==> src/rtl/rtc_pkg.sv <==
package rtc_pkg;
  localparam int NUM_ERR = 10;
  localparam int CODE_W  = 4;
  localparam int MODE_W  = 2;

  // flag bit positions; code = position + 1, lower code has precedence
  localparam int E_ORDER = 0;
  localparam int E_HALT  = 1;
  localparam int E_RS1   = 2;
  localparam int E_RS2   = 3;
  localparam int E_RD    = 4;
  localparam int E_INTR  = 5;
  localparam int E_MODE  = 6;
  localparam int E_IXL   = 7;
  localparam int E_MEM   = 8;
  localparam int E_INSN  = 9;

  localparam logic [MODE_W-1:0] MODE_RSVD = 2'd2;
  localparam logic [MODE_W-1:0] IXL_32    = 2'd1;

  function automatic logic [CODE_W-1:0] first_code(input logic [NUM_ERR-1:0] v);
    logic [CODE_W-1:0] c;
    c = '0;
    for (int i = NUM_ERR - 1; i >= 0; i--) begin
      if (v[i]) c = CODE_W'(i + 1);
    end
    return c;
  endfunction
endpackage

==> src/rtl/rtc_field_rules.sv <==
module rtc_field_rules
  import rtc_pkg::*;
#(
  parameter int XLEN   = 32,
  parameter int ILEN   = 32,
  parameter int REG_AW = 5
) (
  input  logic [ILEN-1:0]   insn,
  input  logic [MODE_W-1:0] mode,
  input  logic [MODE_W-1:0] ixl,
  input  logic [REG_AW-1:0] rs1_addr,
  input  logic [XLEN-1:0]   rs1_data,
  input  logic [REG_AW-1:0] rs2_addr,
  input  logic [XLEN-1:0]   rs2_data,
  input  logic [REG_AW-1:0] rd_addr,
  input  logic [XLEN-1:0]   rd_wdata,
  input  logic [XLEN-1:0]   mem_addr,
  input  logic [XLEN/8-1:0] mem_rmask,
  input  logic [XLEN/8-1:0] mem_wmask,
  output logic              bad_rs1,
  output logic              bad_rs2,
  output logic              bad_rd,
  output logic              bad_mode,
  output logic              bad_ixl,
  output logic              bad_mem,
  output logic              bad_insn
);
  localparam int LANES  = XLEN / 8;
  localparam int HALF_W = ILEN / 2;
  localparam logic [XLEN-1:0] LANE_MASK = XLEN'(LANES - 1);

  function automatic logic zero_reg_ok(input logic [REG_AW-1:0] a,
                                       input logic [XLEN-1:0] d);
    return (a != '0) || (d == '0);
  endfunction

  function automatic logic lane_align_ok(input logic [XLEN-1:0] a,
                                         input logic [LANES-1:0] rm,
                                         input logic [LANES-1:0] wm);
    return ((rm | wm) == '0) || ((a & LANE_MASK) == '0);
  endfunction

  function automatic logic short_word_ok(input logic [ILEN-1:0] w);
    return (w[1:0] == 2'b11) || ((w >> HALF_W) == '0);
  endfunction

  always_comb begin
    bad_rs1  = !zero_reg_ok(rs1_addr, rs1_data);
    bad_rs2  = !zero_reg_ok(rs2_addr, rs2_data);
    bad_rd   = !zero_reg_ok(rd_addr, rd_wdata);
    bad_mode = (mode == MODE_RSVD);
    bad_ixl  = (ixl != IXL_32);
    bad_mem  = !lane_align_ok(mem_addr, mem_rmask, mem_wmask);
    bad_insn = !short_word_ok(insn);
  end
endmodule

==> config.mk <==
export PLATFORM = sky130hd
export DESIGN_NAME = rtc_field_rules
export DESIGN_NICKNAME = d
export VERILOG_FILES = /design/src/rtl/rtc_pkg.sv /design/src/rtl/rtc_field_rules.sv
export SDC_FILE = /design/constraint.sdc
export NUM_CORES = 1
export LEC_CHECK = 0
export CORE_AREA = 2 2 76 78
export DETAILED_ROUTE_END_ITERATION = 8
export DIE_AREA = 0 0 78 80
export MAX_ROUTING_LAYER = met4
export PLACE_DENSITY = 0.64
export SYNTH_ARGS = -nofsm -noshare
export SYNTH_HDL_FRONTEND = slang
export SYNTH_SLANG_ARGS = --single-unit
==> constraint.sdc <==
create_clock -name vclk -period 0.8
set_input_delay 0.12 -clock vclk [all_inputs]
set_output_delay 0.12 -clock vclk [all_outputs]
set_load 0.02 [all_outputs]
==> results of run 1 <==
## cell type report
type | instances | area (um2) | area share, %
repair buffers | 150 | 1250 | 61.8
multi-input cells | 51 | 679 | 33.7
well taps | 72 | 90.1 | 4.47
## layer usage
layer / track usage (%) / vias to the layer above / wire (um)
li1: - / 538 / -
met3: 0.792 / 0 / 242
met4: 0 / 0 / 0
met5: - / - / 0
met1: 11.6 / 462 / 1260
met2: 18.6 / 61 / 1970
## cells in the final DEF, fill, tap and decap left out, types with 3 or more instances in the layout
master / count
buf_2: 54
buf_6: 38
clkdlybuf4s15_1: 26
nor4_4: 17
nor4_2: 13
clkdlybuf4s50_1: 13
dlygate4sd2_1: 11
nand4_1: 6
nor2_1: 4
nor3_2: 3
o211a_1: 3
clkbuf_2: 3
buf_4: 3
## worst max-delay path, cell delays in order
cell	delay, ns
clkdlybuf4s15_1	0.18
nor4_2	0.21
nand4_1	0.12
o211a_1	0.25
buf_6	0.13
## stage by stage
| step | hold slack (ns) | total power [W] | worst slack [ns] | setup TNS (ns) |
|---|---|---|---|---|
| final | 0.618 | 0.000786 | -0.335 | -1.26 |
| after global routing | 0.638 | 0.000836 | -0.395 | -1.49 |
| after CTS | 0.597 | 0.000722 | -0.348 | -1.23 |
| after detailed placement | 1.27 | 0.000868 | -1.11 | -6.17 |
| after global placement | 1.26 | 0.000859 | -1.11 | -6.13 |
| after floorplan | 0.318 | 0.0000808 | -0.0846 | -0.254 |
## timing repair
action,in CTS,in global routing
pin swaps,43,21
endpoints found under the setup margin,7,5
resized for setup,455,28
buffers inserted,0,0
## kinds of logic after synthesis
| group | after synthesis |
|---|---|
| AOI/OAI and AO/OA | 5 |
| and+or+nand+nor | 46 |
## power groups by stage
stage               clock network (W)  registers, W  logic [W]
global placement                    0             0   0.000859
CTS                                 0             0   0.000722
finish                              0             0   0.000786
detailed placement                  0             0   0.000868
floorplan                           0             0  0.0000808
global route                        0             0   0.000836
## worst paths after layout
path                startpoint      end  slack, ns  cells after the start
setup / recovery  rs2_data[11]  bad_rs2      -0.34                      5
hold / removal    mem_rmask[2]  bad_mem       0.62                      4
==> impl_metrics.yaml, run 1 <==
power:
  clockPowerShare_pct: 0
  p_sw_share_pct: 34.0
  p_int_w: 0.000519
  p_switching_w: 0.000267
  powerDensity_nw_per_um2: 390
  power_frac_seq_pct: 0
  leakagePower_nw: 0.831
  combinationalPowerShare_pct: 100.0
  vdd_drop_max_mv: 0.156
worst_setup_path:
  worst_setup_path_start_kind: "input pin"
  critical_path_class: "input pin to output port"
  cp_max_fo: 1
  crit_required_ns: 0.68
  crit_path_end_kind: "output port"
  cp.arrival_ns: 1.02
drt:
  drc: 0
  dr.pass1.iters: 2
  drtIter0Drc: 5
  wl_mm: 3.48
  vias: 1061
  viasPerCell: 3.89
  ant_nets: 0
  post_drt_wl_per_cell_um: 12.8
global_route:
  grt_pass1_vias: 1118
  grt_pass1_wl_mm: 4.93
  overflow: 0
  globalRouteTotalUtil_pct: 9.65
  antenna_found_initial: 0
  grt_max_degree: 2
finish:
  nClkBuffers: 0
  n_antenna_cell: 0
  design_area_um2: 2020
  final_cells: 273
  nets: 390
  seq_cells: 0
  seq_area_um2: 0
  fillCellCount: 596
  final_util_pct: 37.3
  drive_gt1_share_pct: 66.7
  areaGrowthSynthToFinish_pct: 415
floorplan:
  pin_count: 194
  initial_utilization_pct: 7.25
  die_h_um: 80
  die_x_um: 78
  core_area_um2: 5410
  dieArea_um2: 6240
  rows: 27
sta:
  fmax_ghz: 0.881
  final_hold_viol_count: 0
  min_period_over_period_pct: 142
  grt_setup_unrepaired: "yes"
  slew_violations: 0
  worst_slew_pin_slew_ns: 0.209
  slew_headroom_pct: 86.0
  setup_viol: 5
  fin_ws_ns: -0.335
  layout_min_cycle_time_ns: 1.14
status:
  status: "complete, but fails checks"
  violations: "negative setup slack"
synthesis:
  synth.top_cells.by_area: "nor4_2 (38%), nor4_1 (29%), nand4_1 (9.6%)"
  yosysMostFrequentCell: "nor4_1"
  syn_nets: 238
  synth_fa_ha_area_share_pct: 0
  synthMuxAreaShare_pct: 0
  synthCells: 51
  synth_xor_area_share_pct: 0
  synth.distinct_cells: 10
  ys_seq_area_share_pct: 0
  mappedNetlistArea_um2: 392
  synth_top_family_by_area: "simple AND/OR/NAND/NOR gates"
  synth_compound_area_share_pct: 10.2
  avgSynthCellArea_um2: 7.68
  synth_top_area_share_pct: 38.3
  synth_warnings: 0
  synthSimpleGateAreaFrac_pct: 89.8
  yosysTopAreaCell: "nor4_2"
  yosys-top-cells-count: "nor4_1 (18), nor4_2 (12), nand4_1 (6)"
placement:
  portBuffers: 150
  gp_congestion: 0.749
  placedCellCount: 273
  post-dp-hpwl_mm: 3.05
  placed_area_um2: 2080
job:
  maxCapViolations: 0
cts:
  hold_buffers: 0
hold_path:
  hold_class: "input pin to output port"
Note: power is estimated with default switching activity, not from simulation.
==> run 2: changes to the inputs <==
- CORE_AREA: 2 2 76 78 -> 5 5 73 75
- PLACE_DENSITY: 0.64 -> 0.88
==> run 2 against run 1 <==
The run still ends with negative setup slack left. Core utilization grew 5.9 points. Highest routed layer unchanged. Hold slack lost 0.015 ns. Flip-flop and latch count is the same. Wire length grew 17%.
==> impl_metrics.yaml, run 2 (synthesis results as in run 1) <==
drt:
  drtIter0Drc: 16
  ant_nets: 0
  viasPerCell: 4.44
  vias: 1132
  dr.pass1.iters: 4
  post_drt_wl_per_cell_um: 15.9
  wl_mm: 4.06
  drc: 0
finish:
  seq_area_um2: 0
  drive_gt1_share_pct: 70.1
  fillCellCount: 459
  nets: 390
  final_common_cell: "buf_2"
  final_cell_mix: "buf_2 (54), buf_6 (38), clkdlybuf4s15_1 (22)"
  multi_input_area_um2: 692
  nClkBuffers: 0
  seq_cells: 0
  n_antenna_cell: 0
  final_util_pct: 43.2
  areaGrowthSynthToFinish_pct: 407
sta:
  grt_setup_unrepaired: "yes"
  finalHoldWorstSlack_ns: 0.604
  final_hold_viol_count: 0
  slew_headroom_pct: 84.5
  slew_violations: 0
  worst_slew_pin_slew_ns: 0.230
  layout_min_cycle_time_ns: 1.13
  fmax_ghz: 0.889
  min_period_over_period_pct: 141
  fin_ws_ns: -0.325
  setup_viol: 5
floorplan:
  die_h_um: 80
  die_x_um: 78
  rows: 25
  pin_count: 194
  core_area_um2: 4600
  dieArea_um2: 6240
  initial_utilization_pct: 8.52
worst_setup_path:
  cp_top_family: "simple AND/OR/NAND/NOR gates"
  crit_slowest_cell: "nor4_4"
  crit_path_end_kind: "output port"
  worst_setup_path_start_kind: "input pin"
  path_common_cell: "buf_6"
  cp.arrival_ns: 1.01
  path_buf_inv: 2
  crit_path_max_incr_delay_ns: 0.27
  cp_max_fo: 1
  critical_path_class: "input pin to output port"
  crit_required_ns: 0.68
  worstPathCellList: "buf_6 > nor4_4 > nand4_1 > o211a_1 > buf_6"
power:
  combinationalPowerShare_pct: 100.0
  p_switching_w: 0.000280
  leakagePower_nw: 0.831
  p_sw_share_pct: 35.2
  p_int_w: 0.000515
  powerDensity_nw_per_um2: 400
  vdd_drop_max_mv: 0.177
  power_frac_seq_pct: 0
  finalPower_w: 0.000795
  clockPowerShare_pct: 0
cts:
  hold_buffers: 0
global_route:
  grt_pass1_vias: 1276
  antenna_found_initial: 0
  grt_max_degree: 2
  globalRouteTotalUtil_pct: 11.4
  overflow: 0
  grt_pass1_wl_mm: 5.69
placement:
  gp_congestion: 0.721
  portBuffers: 150
hold_path:
  hold_class: "input pin to output port"
status:
  status: "complete, but fails checks"
  violations: "negative setup slack"
job:
  maxCapViolations: 0
run 2: changes by cell type in the layout (fill, tap and decap cells not counted):
cell	delta
nor4_4	+1
dlygate4sd2_1	-1
clkdlybuf4s15_2	+2
clkdlybuf4s15_1	-4
clkdlybuf4s50_1	-1
buf_4	-1
clkbuf_2	+5
a21oi_2	+1
a21oi_1	-1
nor4_2	-1
run 2: tightest hold or removal path: stages:
cell and delay, ns:
buf_6 0.08, nor4_4 0.03, a21oi_2 0.13, buf_6 0.13
run 2: worst paths after layout:
kind                  cells after the start  endpoint          from  slack (ns)
worst max-delay path                      5   bad_rs2   rs2_data[3]       -0.33
worst min-delay path                      4   bad_mem  mem_wmask[3]        0.60
run 2: per-stage QoR:
step / setup TNS [ns] / area, um2 / cells / setup slack [ns]
2_1_floorplan: -0.254 / 493 / 51 / -0.0846
3_3_place_gp: -6.11 / 2060 / 255 / -1.14
3_5_place_dp: -6.18 / 2060 / 255 / -1.13
4_1_cts: -1.25 / 1900 / 255 / -0.346
5_1_grt: -1.46 / 1990 / 255 / -0.395
6_report: -1.22 / 1990 / 255 / -0.325
run 2: final cells by class:
cell class / count / area share [%]
timing repair buffer: 150 / 61.8
tap: 54 / 3.40
multi-input combinational: 51 / 34.8
run 2: metal layers:
| metal | GRT usage (%) | vias to the layer above | routed length, um |
|---|---|---|---|
| met5 | - | - | 0 |
| li1 | - | 538 | - |
| met1 | 11.7 | 506 | 1350 |
| met3 | 1.92 | 0 | 405 |
| met4 | 0 | 0 | 0 |
| met2 | 23.5 | 88 | 2300 |
run 2: repair_timing:
action / in CTS / in global routing
buffers inserted: 0 / 0
setup endpoints to repair: 7 / 5
resized for setup: 456 / 43
pin swaps: 43 / 26
run 2: power by group through the flow:
| stage | Sequential, W | Clock (W) | Combinational, W |
|---|---|---|---|
| after floorplan | 0 | 0 | 0.0000808 |
| after global placement | 0 | 0 | 0.000862 |
| after detailed placement | 0 | 0 | 0.000878 |
| after CTS | 0 | 0 | 0.000746 |
| after global routing | 0 | 0 | 0.000842 |
| final | 0 | 0 | 0.000795 |
==> run 3: changes to the inputs <==
- CAP_MARGIN: unset -> 20
==> results of run 3 <==
No change in the layout: final DEF, timing and power equal those of run 2.
